<file path="src/rtl/uwire_pkg.sv">
package uwire_pkg;
  typedef enum logic [1:0] {
    ST_IDLE  = 2'd0,
    ST_SHIFT = 2'd1,
    ST_GAP   = 2'd2,
    ST_POLL  = 2'd3
  } uw_state_t;

  localparam logic [1:0] OP_READ  = 2'b10;
  localparam logic [1:0] OP_WRITE = 2'b01;
endpackage

</file>
<file path="src/rtl/uwire_sk_gen.sv">
module uwire_sk_gen #(
  parameter int HALF_DIV = 4
) (
  input  logic clk,
  input  logic rst,
  input  logic run,
  output logic sk,
  output logic rise_now,
  output logic fall_now
);
  localparam int CW = (HALF_DIV > 1) ? $clog2(HALF_DIV) : 1;

  logic [CW-1:0] cnt;
  logic          phase_end;

  assign phase_end = (cnt == CW'(HALF_DIV - 1));
  assign rise_now  = run && !sk && phase_end;
  assign fall_now  = run &&  sk && phase_end;

  always_ff @(posedge clk) begin
    if (rst || !run) begin
      cnt <= '0;
      sk  <= 1'b0;
    end else if (phase_end) begin
      cnt <= '0;
      sk  <= ~sk;
    end else begin
      cnt <= cnt + 1'b1;
    end
  end
endmodule

</file>
<file path="src/rtl/uwire_wait_cnt.sv">
module uwire_wait_cnt #(
  parameter int LIMIT = 8
) (
  input  logic                         clk,
  input  logic                         rst,
  input  logic                         run,
  output logic [$clog2(LIMIT+1)-1:0]   count,
  output logic                         expired
);
  localparam int CW = $clog2(LIMIT + 1);

  assign expired = run && (count == CW'(LIMIT - 1));

  always_ff @(posedge clk) begin
    if (rst || !run)
      count <= '0;
    else if (!expired)
      count <= count + 1'b1;
  end
endmodule

</file>
<file path="src/rtl/uwire_di_sync.sv">
module uwire_di_sync #(
  parameter int STAGES = 2
) (
  input  logic clk,
  input  logic rst,
  input  logic din,
  output logic dout
);
  logic [STAGES-1:0] pipe;

  always_ff @(posedge clk) begin
    if (rst)
      pipe <= '0;
    else
      pipe <= {pipe[STAGES-2:0], din};
  end

  assign dout = pipe[STAGES-1];
endmodule

</file>
<file path="src/rtl/uwire_eeprom_ctrl.sv">
module uwire_eeprom_ctrl #(
  parameter int ADDR_W     = 6,
  parameter int WORD_W     = 16,
  parameter int HALF_DIV   = 50,
  parameter int POLL_LIMIT = 1000000
) (
  input  logic              clk,
  input  logic              rst,
  input  logic              req_valid,
  input  logic              req_write,
  input  logic [ADDR_W-1:0] req_addr,
  input  logic [WORD_W-1:0] req_wdata,
  output logic              busy,
  output logic              done,
  output logic              err,
  output logic [WORD_W-1:0] rd_data,
  output logic              ee_cs,
  output logic              ee_sk,
  output logic              ee_do,
  input  logic              ee_di
);
  import uwire_pkg::*;

  localparam int CMD_BITS = 3 + ADDR_W;
  localparam int FRAME_W  = CMD_BITS + WORD_W;
  localparam int RD_RISES = CMD_BITS + 1 + WORD_W;
  localparam int WR_RISES = CMD_BITS + WORD_W;
  localparam int GAP_CYC  = 2 * HALF_DIV;
  localparam int RC_W     = $clog2(RD_RISES + 1);
  localparam int PC_W     = $clog2(POLL_LIMIT + 1);
  localparam int GC_W     = $clog2(GAP_CYC + 1);
  localparam int SYNC_LAT = 3;

  uw_state_t            state;
  logic                 is_wr, final_leg, err_pend, last_rise;
  logic [FRAME_W-1:0]   sreg;
  logic [RC_W-1:0]      rise_cnt;
  logic [WORD_W:0]      rdsr;
  logic                 di_s, rise_now, fall_now;
  logic                 gap_exp, poll_exp;
  logic [GC_W-1:0]      gap_cnt;
  logic [PC_W-1:0]      poll_cnt;
  logic [RC_W-1:0]      last_idx;

  assign last_idx = is_wr ? RC_W'(WR_RISES - 1) : RC_W'(RD_RISES - 1);

  uwire_di_sync #(.STAGES(2)) u_sync (
    .clk(clk), .rst(rst), .din(ee_di), .dout(di_s)
  );

  uwire_sk_gen #(.HALF_DIV(HALF_DIV)) u_skgen (
    .clk(clk), .rst(rst), .run(state == ST_SHIFT),
    .sk(ee_sk), .rise_now(rise_now), .fall_now(fall_now)
  );

  uwire_wait_cnt #(.LIMIT(GAP_CYC)) u_gap (
    .clk(clk), .rst(rst), .run(state == ST_GAP),
    .count(gap_cnt), .expired(gap_exp)
  );

  uwire_wait_cnt #(.LIMIT(POLL_LIMIT)) u_poll (
    .clk(clk), .rst(rst), .run(state == ST_POLL),
    .count(poll_cnt), .expired(poll_exp)
  );

  always_ff @(posedge clk) begin
    if (rst) begin
      state     <= ST_IDLE;
      is_wr     <= 1'b0;
      final_leg <= 1'b0;
      err_pend  <= 1'b0;
      last_rise <= 1'b0;
      sreg      <= '0;
      rise_cnt  <= '0;
      rdsr      <= '0;
      busy      <= 1'b0;
      done      <= 1'b0;
      err       <= 1'b0;
      rd_data   <= '0;
      ee_cs     <= 1'b0;
      ee_do     <= 1'b0;
    end else begin
      done <= 1'b0;
      err  <= 1'b0;
      case (state)
        ST_IDLE: begin
          if (req_valid) begin
            sreg      <= {1'b1, (req_write ? OP_WRITE : OP_READ), req_addr,
                          (req_write ? req_wdata : WORD_W'(0))};
            ee_do     <= 1'b1;
            ee_cs     <= 1'b1;
            is_wr     <= req_write;
            busy      <= 1'b1;
            rise_cnt  <= '0;
            last_rise <= 1'b0;
            final_leg <= 1'b0;
            err_pend  <= 1'b0;
            state     <= ST_SHIFT;
          end
        end
        ST_SHIFT: begin
          if (rise_now) begin
            rise_cnt <= rise_cnt + 1'b1;
            if (rise_cnt >= RC_W'(CMD_BITS))
              rdsr <= {rdsr[WORD_W-1:0], di_s};
            if (rise_cnt == last_idx)
              last_rise <= 1'b1;
          end
          if (fall_now) begin
            if (last_rise) begin
              ee_cs <= 1'b0;
              ee_do <= 1'b0;
              state <= ST_GAP;
              if (!is_wr) begin
                final_leg <= 1'b1;
                err_pend  <= rdsr[WORD_W];
              end
            end else begin
              sreg  <= sreg << 1;
              ee_do <= sreg[FRAME_W-2];
            end
          end
        end
        ST_GAP: begin
          if (gap_exp) begin
            if (final_leg) begin
              done  <= 1'b1;
              busy  <= 1'b0;
              err   <= err_pend;
              state <= ST_IDLE;
              if (!is_wr)
                rd_data <= rdsr[WORD_W-1:0];
            end else begin
              ee_cs <= 1'b1;
              state <= ST_POLL;
            end
          end
        end
        ST_POLL: begin
          if ((poll_cnt >= PC_W'(SYNC_LAT)) && di_s) begin
            ee_cs     <= 1'b0;
            final_leg <= 1'b1;
            state     <= ST_GAP;
          end else if (poll_exp) begin
            ee_cs     <= 1'b0;
            final_leg <= 1'b1;
            err_pend  <= 1'b1;
            state     <= ST_GAP;
          end
        end
        default: state <= ST_IDLE;
      endcase
    end
  end
endmodule

</file>
<file path="config.mk">
export PLATFORM = sky130hd
export DESIGN_NAME = uwire_eeprom_ctrl
export DESIGN_NICKNAME = d
export VERILOG_FILES = /design/src/rtl/uwire_pkg.sv /design/src/rtl/uwire_sk_gen.sv /design/src/rtl/uwire_wait_cnt.sv /design/src/rtl/uwire_di_sync.sv /design/src/rtl/uwire_eeprom_ctrl.sv
export SDC_FILE = /design/constraint.sdc
export NUM_CORES = 1
export LEC_CHECK = 0
export ABC_AREA = 1
export BUFFER_PORTS_ARGS = -buffer_cell sky130_fd_sc_hd__buf_2
export CAP_MARGIN = 20
export CORE_MARGIN = 3
export CORE_UTILIZATION = 59
export DETAILED_ROUTE_END_ITERATION = 8
export GPL_ROUTABILITY_DRIVEN = 0
export PLACE_DENSITY = 0.79
export SKIP_CTS_REPAIR_TIMING = 1
export SLEW_MARGIN = 20
export SYNTH_ARGS = -nofsm -noshare
export SYNTH_HDL_FRONTEND = slang
export SYNTH_SLANG_ARGS = --single-unit
</file>
<file path="constraint.sdc">
create_clock -name clk -period 1.9 [get_ports clk]
set_input_delay 0 -clock clk [delete_from_list [all_inputs] [get_ports clk]]
set_output_delay 0 -clock clk [all_outputs]
set_load 0.02 [all_outputs]
</file>
## Word level (Yosys, flattened, before mapping)

Index checks and enable logic that the tools add are counted.
W data, S select, Z words.

| operators by class | value |
|---|---|
| add/subtract/negate cells | 4 |
| order comparisons | 2 |
| equality and inequality tests | 20 |
| mux-type cells | 48 |
| bitwise logic cells | 5 |
| reductions and logical operators | 33 |

Operator list:

| operator | count |
|---|---|
| $mux W24 | 3 |
| $pmux W24 S2 | 1 |
| $mux W1 | 25 |
| $ne A2 B2 Y1 const B | 12 |
| $add A20 B1 Y20 const B | 1 |
| $eq A20 B20 Y1 const B | 1 |
| $ge A20 B2 Y1 const B | 1 |
| $mux W16 | 1 |
| $mux W2 | 8 |
| $reduce_and A4 Y1 | 4 |
| $reduce_and A6 Y1 | 2 |
| $mux W5 | 2 |
| $pmux W5 S2 | 1 |
| $reduce_and A3 Y1 | 3 |
| $pmux W2 S4 | 1 |
| $add A7 B1 Y7 const B | 1 |
| $eq A7 B7 Y1 const B | 1 |
| $logic_and A1 B1 Y1 | 7 |
| $reduce_and A7 Y1 | 1 |
| $add A6 B1 Y6 const B | 1 |
| $eq A6 B6 Y1 const B | 1 |
| $pmux W1 S2 | 3 |
| $pmux W1 S3 | 2 |
| $add A5 B1 Y5 const B | 1 |
| 17 further kinds | 28 |

| storage, ports and cells | value |
|---|---|
| register bits after elaboration | 109 |
| bits of input ports | 27 |
| output and inout bits | 22 |
| word-level logic and storage cells | 131 |

## Logic depth before layout (Yosys ltp)

Gate-level depths: netlist of the first run.

| depth | value |
|---|---|
| word-level depth | 5 |
| gate-level depth with buffers | 12 |
| depth with buffers taken out | 12 |

## Modules after synthesis

A second synthesis of the first run with hierarchy kept.

| second synthesis, totals | value |
|---|---|
| cells, all modules | 688 |
| area, all modules | 5124.9 um^2 |

By module, submodules not included:

| module | instances | cells an instance | area an instance (um^2) | sequential area each (um^2) |
|---|---|---|---|---|
| uwire_eeprom_ctrl | 1 | 392 | 3121.7 | 1461.4 |
| uwire_wait_cnt at u_poll | 1 | 182 | 1201.2 | 400.4 |
| uwire_wait_cnt at u_gap | 1 | 64 | 405.4 | 140.1 |
| uwire_sk_gen | 1 | 44 | 341.6 | 140.1 |
| uwire_di_sync | 1 | 6 | 55.1 | 40.0 |

## Least setup slack after synthesis of the first run

OpenSTA, ideal clock, no wires.

| path | value |
|---|---|
| kind | flip-flop to flip-flop |
| from | reg u_poll.count[0] |
| to | reg u_poll.count[0] |
| library setup time | 0.128 ns |
| data arrival time | 1.390 ns |
| required time | 1.772 ns |
| path slack | 0.382 ns |
| cell stages (with the launch flop) | 9 |
| buffers on the path | 0 |
| period minus slack after synthesis | 1.518 ns |
| cells stage by stage | dfxtp_1 > ha_1 > nand2_1 > nor2_2 > and3_1 > nand4_2 > xor2_1 > inv_1 > nor2_1 |

| on the way | value |
|---|---|
| longest elaborated chain between the ends | 2 |
| elaborated cells on any way between the ends | 3 |
| classes of those cells | add/sub (1); eq/ne (1); reduce/logical (1) |

RTL lines:

| what | RTL line | source |
|---|---|---|
| start: declaration | uwire_wait_cnt.sv:7 | `output logic [$clog2(LIMIT+1)-1:0] count,` |
| start signal: assignment | uwire_wait_cnt.sv:18 | `count <= count + 1'b1;` |
| parallel branches: the longest is 2 deep, another holds $add A20 B1 Y20 | n/a |  |

Parallel ways; which one is timed is not known.
A chain may end at the register's enable or synchronous reset.

## Worst setup path in the final report of the first run

| path | value |
|---|---|
| from | reg u_skgen.cnt[0] |
| to | reg rdsr[2] |

| on the way | value |
|---|---|
| longest elaborated chain between the ends | 3 |

RTL lines:

| what | RTL line | source |
|---|---|---|
| start: declaration | uwire_sk_gen.sv:13 | `logic [CW-1:0] cnt;` |
| start signal: assignment | uwire_sk_gen.sv:28 | `cnt <= cnt + 1'b1;` |
| $eq A6 B6 Y1 | uwire_sk_gen.sv:16 | `assign phase_end = (cnt == CW'(HALF_DIV - 1));` |
| $logic_and A1 B1 Y1 | uwire_sk_gen.sv:17 | `assign rise_now = run && !sk && phase_end;` |
| $reduce_and A3 Y1 (no line) | n/a |  |
| end signal: assignment | uwire_eeprom_ctrl.sv:105 | `rdsr <= {rdsr[WORD_W-1:0], di_s};` |
| end: declaration | uwire_eeprom_ctrl.sv:38 | `logic [WORD_W:0] rdsr;` |

Every way passes these cells.

==> results.toml, run 1 <==
[outcome]
run_status = "finished, final reports clean"

[power]
power.density_mw_per_mm2 = 801
vdd_ir_drop_max_mv = 0.530
power_frac_comb_pct = 12.4
sw_ratio_pct = 27.1
leakage_nw = 2.18
net_switching_power_figure_mw = 1.19
clockPowerShare_pct = 31.0
sequential_cell_fraction_of_total_power_pct = 56.5
cellInternalPower_mw = 3.20

[sta]
clock.fmax_mhz = 585
finalSetupViolCount = 0
final-hold-violation-count = 0
final_period_minus_worst_setup_slack_ns = 1.71
maxSlewViolCount = 0
finalSetupTns_ns = 0
grt_setup_unrepaired = "false"
clock_skews_ns = 0.0143
worst_slew_pin_slew_ns = 0.492
relSlewSlack_pct = 67.2
final_min_period_over_clock_period_pct = 90.0

[finish]
layout.cells.most_common = "sky130_fd_sc_hd__dfxtp_1"
area_growth_pct = 12.9
final_net_count = 743
fill_cell_instance_count_of_the_final_layout = 688
n_antenna_cell = 0
drive_gt1_share_pct = 14.7
layout_common_cells = "sky130_fd_sc_hd__dfxtp_1, sky130_fd_sc_hd__nor2_1, sky130_fd_sc_hd__nand2_1"
final_cell_count_no_fill = 817

[floorplanning]
die_h_um = 96.7
die-width_um = 96.7
initial_utilization_pct = 61.8
placementRows = 32
floorplan.core_area_mm2 = 0.00785
design.die.area_mm2 = 0.00935
ioPinCount = 49

[yosys]
synth.yosys.seq_area_share_pct = 45.0
yosys.cell_types.count = 39
netlist_instances = 657
synthesis.area_mm2 = 0.00485
syn-num-nets = 690
synth_seq_cells = 109
syn_avg_cell_area_um2 = 7.38
synth-warning-count = 0

[place]
io_buffer_count = 48
placed_insts = 791
dp_hpwl_um = 7080

[worst_setup_path]
cp-end-kind = "flip-flop"
path_common_cell = "sky130_fd_sc_hd__inv_1"
cp_slowest_cell = "sky130_fd_sc_hd__dfxtp_1"
cp_max_fo = 24
arrival_ns = 1.97
rr_worst_depth = 11
critical_path.cell_chain = "ha_1 -> nand2_1 -> inv_1 -> nand3_1 -> inv_1 -> nand3_1 -> inv_1 -> nand2_2 -> buf_4 -> o21ai_1 -> a21oi_1"
setup.worst_path.class = "flip-flop to flip-flop"
cp.required_ns = 2.16
critical-path-max-stage-delay_ns = 0.39
worst_setup_path_start_kind = "flip-flop"

[hold_path]
min_path_type = "input port to flip-flop"
timing.hold.worst_path_depth = 5

[detailed_routing]
route.final.wire_length_um = 9960
drt_pass1_iterations = 5
detail_route.iter0.violations = 169
vias_per_cell = 5.39
total_vias_in_the_final_route = 4406
drt.antenna.violating_nets = 0
drc = 0
drt-wirelength-per-cell_um = 12.2

[clocking]
cts_htree_levels = 3
ctsLongestPathBuffers = 2
cts-root-buf = "sky130_fd_sc_hd__clkbuf_8"
clock_transition_at_the_register_clock_pins_on_the_worst_setup_and_hold_paths_after_cts_ns = 0.10
worstSkewPairLatency_ns = 0.37
cts-buffers-inserted = 9
clock_tree_from_tritoncts = "built"
cts_sinks = 109

[grt]
grt-ovfl-total = 0
grt_first_pass_wirelength_um = 17200
grt_pass1_vias = 3970
global_route.usage.total_pct = 21.4
grt_max_degree = 42
antenna_found_initial = 0

[job]
timing.max_cap.violations = 0
-- layer usage --
layer	vias up	share of wire [%]	GRT usage, %
met5	-	0	0
li1	2279	-	-
met4	0	0.95	4.64
met2	104	47	36.7
met3	8	5.1	5.98
met1	2015	47	26.9
-- critical path: cells and delay by family (launching register included) --
| kind | cells | cell delay (ns) |
|---|---|---|
| buffers and inverters | 4 | 0.46 |
| DFF | 1 | 0.39 |
| and+or+nand+nor | 4 | 0.33 |
| AOI/OAI and AO/OA | 2 | 0.25 |
| adders and majority gates | 1 | 0.16 |
-- path summary, 6_finish.rpt --
path                                      from              to  slack [ns]
worst max-delay path            u_skgen.cnt[0]         rdsr[2]        0.19
worst min-delay path                 req_valid        state[0]        0.02
worst max register to register  u_skgen.cnt[0]         rdsr[2]        0.19
worst min register to register  u_sync.pipe[0]  u_sync.pipe[1]        0.41
-- stage by stage --
stage	setup WS (ns)	hold WS (ns)	instance area [um2]	util [%]	power, mW
3_5_place_dp	0.120	0.243	5170	65.9	3.06
3_3_place_gp	0.214	0.226	5170	65.9	3.04
5_1_grt	0.000343	0.0159	5480	69.8	4.62
2_1_floorplan	0.382	0.107	4850	-	2.93
4_1_cts	0.0942	-0.147	5370	68.4	4.40
6_report	0.190	0.0213	5480	69.8	4.39
-- power groups by stage --
stage          combinational, mW  clock [mW]  sequential [mW]
4_1_cts                    0.527        1.39             2.48
5_1_grt                    0.631        1.50             2.50
6_report                   0.546        1.36             2.48
2_1_floorplan              0.409           0             2.52
3_3_place_gp               0.510           0             2.53
3_5_place_dp               0.526           0             2.53
-- state kept, by name, summed over array words and instances, names as in the netlist --
name,count
u_sync.pipe,2
u_gap.count,7
done,1
rise_cnt,5
sreg,24
err_pend,1
final_leg,1
ee_do,1
err,1
last_rise,1
rd_data,16
rdsr,17
ee_cs,1
busy,1
u_skgen.cnt,6
u_skgen.sk,1
is_wr,1
state,2
u_poll.count,20
-- synthesized netlist by cell type --
| cell | number | share of area (%) |
|---|---|---|
| sky130_fd_sc_hd__dfxtp_1 | 109 | 45 |
| sky130_fd_sc_hd__nor2_1 | 89 | 6.9 |
| sky130_fd_sc_hd__nand2_1 | 87 | 6.7 |
| sky130_fd_sc_hd__inv_1 | 74 | 5.7 |
| sky130_fd_sc_hd__o21ai_0 | 72 | 7.4 |
| sky130_fd_sc_hd__a21oi_1 | 57 | 5.9 |
| sky130_fd_sc_hd__nand3_1 | 35 | 3.6 |
| sky130_fd_sc_hd__nor3_1 | 20 | 2.1 |
| sky130_fd_sc_hd__clkbuf_1 | 13 | 1.0 |
| sky130_fd_sc_hd__a31oi_1 | 10 | 1.3 |
| sky130_fd_sc_hd__nand4_1 | 9 | 1.2 |
| sky130_fd_sc_hd__nor4_1 | 8 | 1.0 |
| sky130_fd_sc_hd__buf_2 | 6 | 0.62 |
| sky130_fd_sc_hd__ha_1 | 6 | 1.5 |
| sky130_fd_sc_hd__a211oi_1 | 5 | 0.77 |
| sky130_fd_sc_hd__inv_2 | 5 | 0.39 |
| sky130_fd_sc_hd__nand2_2 | 5 | 0.64 |
| sky130_fd_sc_hd__or2_2 | 5 | 0.64 |
| sky130_fd_sc_hd__a211oi_2 | 4 | 1.0 |
| sky130_fd_sc_hd__xnor2_1 | 4 | 0.72 |
| sky130_fd_sc_hd__xor2_1 | 4 | 0.72 |
| sky130_fd_sc_hd__buf_6 | 3 | 0.70 |
| sky130_fd_sc_hd__nor2_2 | 3 | 0.39 |
| sky130_fd_sc_hd__nor2_4 | 3 | 0.70 |
| sky130_fd_sc_hd__or2_0 | 3 | 0.39 |
| sky130_fd_sc_hd__buf_1 | 2 | 0.15 |
| sky130_fd_sc_hd__nand4_2 | 2 | 0.52 |
| sky130_fd_sc_hd__nor3b_1 | 2 | 0.31 |
| sky130_fd_sc_hd__o31ai_1 | 2 | 0.31 |
| sky130_fd_sc_hd__a221oi_1 | 1 | 0.18 |
| sky130_fd_sc_hd__and3_1 | 1 | 0.13 |
| sky130_fd_sc_hd__clkbuf_2 | 1 | 0.10 |
| sky130_fd_sc_hd__clkinv_1 | 1 | 0.077 |
| sky130_fd_sc_hd__nand2b_1 | 1 | 0.13 |
| sky130_fd_sc_hd__nand3_2 | 1 | 0.21 |
| sky130_fd_sc_hd__nand3b_1 | 1 | 0.15 |
| sky130_fd_sc_hd__nor3_2 | 1 | 0.21 |
| sky130_fd_sc_hd__nor3_4 | 1 | 0.34 |
| sky130_fd_sc_hd__o22ai_1 | 1 | 0.13 |
-- cell type report --
type / count / area (um2) / share of cell area (%)
multi-input cells: 443 / 2250 / 41.1
flip-flops and latches: 109 / 2180 / 39.8
repair buffers: 67 / 420 / 7.67
inverters: 80 / 300 / 5.48
clock buffers: 13 / 169 / 3.08
well taps: 102 / 128 / 2.33
clock inverters: 3 / 27.5 / 0.502
-- logic make-up after synthesis --
kind of cell / share of synthesized area (%)
adder cells (fa/ha/maj): 1.55
buffers and inverters: 8.77
XOR/XNOR: 1.44
AND/OR/NAND/NOR: 26.2
AO/OA/AOI/OAI: 17.0
flip-flops: 45.0
No activity file was read; power rests on OpenSTA's default activity.
==> inputs of run 2 (changes only) <==
Settings changed: CORE_UTILIZATION 59 to 49, PLACE_DENSITY 0.79 to 0.67.
==> results.toml, run 2 (synthesis gave the netlist of run 1 again) <==
[outcome]
run_status = "finished, final reports clean"

[sta]
relSlewSlack_pct = 67.1
clock_skews_ns = 0.0140
grt_setup_unrepaired = "false"
maxSlewViolCount = 0
final_min_period_over_clock_period_pct = 87.6
final-hold-violation-count = 0
final_period_minus_worst_setup_slack_ns = 1.66
finalSetupViolCount = 0
worst_slew_pin_slew_ns = 0.493
finalSetupTns_ns = 0
clock.fmax_mhz = 601

[finish]
final_net_count = 744
largest_register_ff_count = 24
layout_common_cells = "sky130_fd_sc_hd__dfxtp_1, sky130_fd_sc_hd__nor2_1, sky130_fd_sc_hd__nand2_1"
layout.cells.most_common = "sky130_fd_sc_hd__dfxtp_1"
area_growth_pct = 14.5
reg_top3 = "sreg: 24 flops, u_poll.count: 20 flops, rdsr: 17 flops"
drive_gt1_share_pct = 15.1
n_antenna_cell = 0
max_flop_register = "sreg"

[worst_setup_path]
cp.required_ns = 2.16
cp-end-kind = "flip-flop"
r2r-end = "rdsr[5]"
rr_worst_depth = 12
ff2ff_setup_slack_ns = 0.24
crit-reg2reg-launch = "u_skgen.cnt[1]"
cp_max_fo = 15
setup.worst_path.class = "flip-flop to flip-flop"
arrival_ns = 1.93
worst_setup_path_start_kind = "flip-flop"

[clocking]
cts-buffers-inserted = 9
worstSkewPairLatency_ns = 0.38
cts_sinks = 109
cts-root-buf = "sky130_fd_sc_hd__clkbuf_8"
cts_htree_levels = 3
clock_tree_from_tritoncts = "built"
clock_transition_at_the_register_clock_pins_on_the_worst_setup_and_hold_paths_after_cts_ns = 0.11
ctsLongestPathBuffers = 2

[detailed_routing]
total_vias_in_the_final_route = 4353
detail_route.iter0.violations = 142
drt-wirelength-per-cell_um = 11.6
drt.antenna.violating_nets = 0
drt_pass1_iterations = 5
vias_per_cell = 5.15
drc = 0
route.final.wire_length_um = 9830

[floorplanning]
floorplan.core_area_mm2 = 0.00942
initial_utilization_pct = 51.5
design.die.area_mm2 = 0.0111
ioPinCount = 49
die-width_um = 105
placementRows = 35
die_h_um = 105

[grt]
top_usage_layer = "met2"
global_route.usage.total_pct = 18.0
grt_max_degree = 42
grt_use_met2_pct = 29.6
antenna_found_initial = 0
grt_pass1_vias = 3893
met3_usage_pct = 3.86
grt_first_pass_wirelength_um = 17000
grt_util_met1_pct = 23.7
grt-ovfl-total = 0

[power]
leakage_nw = 2.21
net_switching_power_figure_mw = 1.26
sw_ratio_pct = 28.0
cellInternalPower_mw = 3.25
report.power.total_mw = 4.51
clockPowerShare_pct = 32.9
power.density_mw_per_mm2 = 813
power_frac_comb_pct = 12.2
sequential_cell_fraction_of_total_power_pct = 54.9
vdd_ir_drop_max_mv = 0.611

[hold_path]
hp-start = "req_wdata[10]"
min_path_type = "input port to flip-flop"
timing.hold.worst_path_depth = 5
hold_end = "sreg[10]"

[place]
dp_hpwl_um = 7070
io_buffer_count = 48

[job]
timing.max_cap.violations = 0
-- run 2: final cells by class --
type	count	area (um2)
Inverter	80	304
Sequential cell	109	2180
Tap cell	129	161
Fill cell	905	3860
Clock inverter	7	92.6
Multi-Input combinational cell	443	2260
Clock buffer	9	124
Timing Repair Buffer	68	430
-- run 2: how the worst max path moves through the flow --
stage | endpoint | startpoint | cells past startpoint
floorplan | u_poll.count[0] | u_poll.count[0] | 8
global placement | u_poll.count[0] | u_poll.count[0] | 8
detailed placement | rdsr[9] | u_skgen.cnt[1] | 12
CTS | rdsr[4] | u_skgen.cnt[0] | 11
global route | rdsr[4] | u_skgen.cnt[1] | 12
finish | rdsr[5] | u_skgen.cnt[1] | 12
-- run 2: power groups by stage --
stage                     clock network (mW)  registers (mW)  logic (mW)
after floorplan                            0            2.52       0.409
after global placement                     0            2.52       0.524
after detailed placement                   0            2.53       0.537
after CTS                               1.53            2.48       0.539
after global routing                    1.62            2.49       0.644
final                                   1.49            2.48       0.552
-- run 2: stage by stage --
step	cells	cell area, um2	worst slack, ns	hold slack [ns]	util, %
4_1_cts	834	5420	0.155	-0.155	57.6
6_report	845	5560	0.236	0.0303	59.0
3_5_place_dp	818	5210	0.160	0.241	55.3
5_1_grt	845	5560	0.00870	0.0544	59.0
2_1_floorplan	657	4850	0.382	0.107	-
3_3_place_gp	818	5210	0.219	0.226	55.3
-- run 2: per-layer routing --
layer,vias up,part of all wire (%)
met5,-,0
met4,0,1.4
met3,12,3.4
met2,73,46
met1,1984,49
li1,2284,-
-- run 2: critical path: stages (launching register included) --
cell,delay (ns)
sky130_fd_sc_hd__dfxtp_1,0.34
sky130_fd_sc_hd__inv_1,0.05
sky130_fd_sc_hd__ha_1,0.13
sky130_fd_sc_hd__nand2_1,0.04
sky130_fd_sc_hd__inv_1,0.06
sky130_fd_sc_hd__nand3_1,0.08
sky130_fd_sc_hd__inv_1,0.08
sky130_fd_sc_hd__nand3_1,0.14
sky130_fd_sc_hd__inv_2,0.11
sky130_fd_sc_hd__nand2_4,0.10
sky130_fd_sc_hd__buf_4,0.20
sky130_fd_sc_hd__o21ai_0,0.16
sky130_fd_sc_hd__a21oi_1,0.05
==> inputs of run 3 (changes only) <==
Clock period 1.9 ns to 1.95 ns, I/O delays scaled along.
==> results.toml, run 3 (synthesis gave the netlist of run 1 again) <==
[outcome]
run_status = "complete, but fails checks"
failing_checks = "negative hold slack"

[power]
sequential_cell_fraction_of_total_power_pct = 56.1
power.density_mw_per_mm2 = 785
vdd_ir_drop_max_mv = 0.512
sw_ratio_pct = 27.3
leakage_nw = 2.16
power_frac_comb_pct = 12.1
cellInternalPower_mw = 3.13
net_switching_power_figure_mw = 1.18
clockPowerShare_pct = 31.8

[finish]
finalInstanceArea_mm2 = 0.00549
max_flop_register = "sreg"
area_growth_pct = 13.1
final_net_count = 740
layout_common_cells = "sky130_fd_sc_hd__dfxtp_1, sky130_fd_sc_hd__nor2_1, sky130_fd_sc_hd__nand2_1"
n_antenna_cell = 0
reg_top3 = "sreg: 24 flops, u_poll.count: 20 flops, rdsr: 17 flops"
drive_gt1_share_pct = 14.5
layout.cells.most_common = "sky130_fd_sc_hd__dfxtp_1"
fill_cell_instance_count_of_the_final_layout = 932
largest_register_ff_count = 24

[worst_setup_path]
critical-path-max-stage-delay_ns = 0.36
arrival_ns = 2.02
cp_max_fo = 5
cp.required_ns = 2.23
cp_slowest_cell = "sky130_fd_sc_hd__dfxtp_1"
critical_path.cell_chain = "ha_1 -> nand3_1 -> nor3_1 -> nor2_1 -> nor2_1 -> nand3_1 -> a21oi_1"
setup.worst_path.class = "flip-flop to flip-flop"
cp-end-kind = "flip-flop"
worst_setup_path_start_kind = "flip-flop"

[detailed_routing]
detail_route.iter0.violations = 137
highest_layer = "met4"
drt.antenna.violating_nets = 0
drc = 0
wl_met1_um = 4930
wl_met2_um = 4380
route.final.wire_length_um = 9750
met3_length_um = 307
drt_pass1_iterations = 4
vias_per_cell = 5.11
total_vias_in_the_final_route = 4290
drt-wirelength-per-cell_um = 11.6

[clocking]
ctsLongestPathBuffers = 2
cts_htree_levels = 3
cts-buffers-inserted = 9
clock_transition_at_the_register_clock_pins_on_the_worst_setup_and_hold_paths_after_cts_ns = 0.10
cts-root-buf = "sky130_fd_sc_hd__clkbuf_8"
clock_tree_from_tritoncts = "built"
cts_sinks = 109
worstSkewPairLatency_ns = 0.35

[sta]
final-hold-violation-count = 1
worst_slew_pin_slew_ns = 0.479
postLayoutSetupSlackWorst_ns = 0.211
final_period_minus_worst_setup_slack_ns = 1.74
maxSlewViolCount = 0
finalHoldWorstSlack_ns = -0.00474
clock_skews_ns = 0.0100
final_min_period_over_clock_period_pct = 89.2
grt_setup_unrepaired = "true"
finalSetupTns_ns = 0
relSlewSlack_pct = 68.0
finalSetupViolCount = 0
clock.fmax_mhz = 575

[hold_path]
min_path_type = "input port to flip-flop"

[grt]
grt-ovfl-total = 0
grt_pass1_vias = 3934
global_route.usage.total_pct = 18.1
grt_max_degree = 42
grt_first_pass_wirelength_um = 17200
antenna_found_initial = 0

[floorplanning]
floorplan.core_area_mm2 = 0.00942
initial_utilization_pct = 51.5
placementRows = 35
die-width_um = 105
design.die.area_mm2 = 0.0111
die_h_um = 105
ioPinCount = 49

[job]
timing.max_cap.violations = 0

[place]
dp_hpwl_um = 7000
io_buffer_count = 48
placed_area_mm2 = 0.00520
preCtsSetupSlack_ns = 0.218
run 3: power by group through the flow:
stage / sequential [mW] / combinational [mW] / clock [mW]
after floorplan: 2.46 / 0.399 / 0
after global placement: 2.46 / 0.502 / 0
after detailed placement: 2.47 / 0.513 / 0
after CTS: 2.42 / 0.515 / 1.42
after global routing: 2.43 / 0.613 / 1.52
final: 2.42 / 0.521 / 1.37
run 3: worst paths after layout:
check                                     from              to  slack (ns)  cells past startpoint
worst max-delay path            u_gap.count[0]        state[1]        0.21                      7
worst min-delay path                       rst  u_sync.pipe[1]      -0.005                      2
worst max register to register  u_gap.count[0]        state[1]        0.21                      7
worst min register to register  u_sync.pipe[0]  u_sync.pipe[1]        0.41                      2
run 3: layout make-up:
| cell class | count | area, um2 | share of cell area, % |
|---|---|---|---|
| multi-input cells | 443 | 2250 | 41.0 |
| flip-flops and latches | 109 | 2180 | 39.8 |
| repair buffers | 64 | 393 | 7.16 |
| inverters | 80 | 304 | 5.54 |
| well taps | 129 | 161 | 2.94 |
| clock buffers | 9 | 124 | 2.26 |
| clock inverters | 6 | 73.8 | 1.35 |
run 3: routing by layer:
| metal | GRT usage (%) | vias up |
|---|---|---|
| li1 | - | 2266 |
| met1 | 24.1 | 1951 |
| met2 | 30.0 | 64 |
| met3 | 2.82 | 9 |
| met4 | 6.29 | 0 |
| met5 | 0 | - |
run 3: stage by stage:
stage | power [mW] | hold WS, ns | cells | utilization, %
6_report | 4.31 | -0.00474 | 840 | 58.3
2_1_floorplan | 2.85 | 0.107 | 657 | -
3_3_place_gp | 2.96 | 0.225 | 817 | 55.2
3_5_place_dp | 2.98 | 0.237 | 817 | 55.2
5_1_grt | 4.56 | 0.00538 | 840 | 58.3
4_1_cts | 4.35 | -0.145 | 832 | 57.3
run 3: worst max-delay path: cells and delay by family, from the launching register on:
family	cells	cell delay, ns
adders and majority gates	1	0.24
AOI/OAI and AO/OA	1	0.14
and+or+nand+nor	5	0.92
DFF	1	0.36
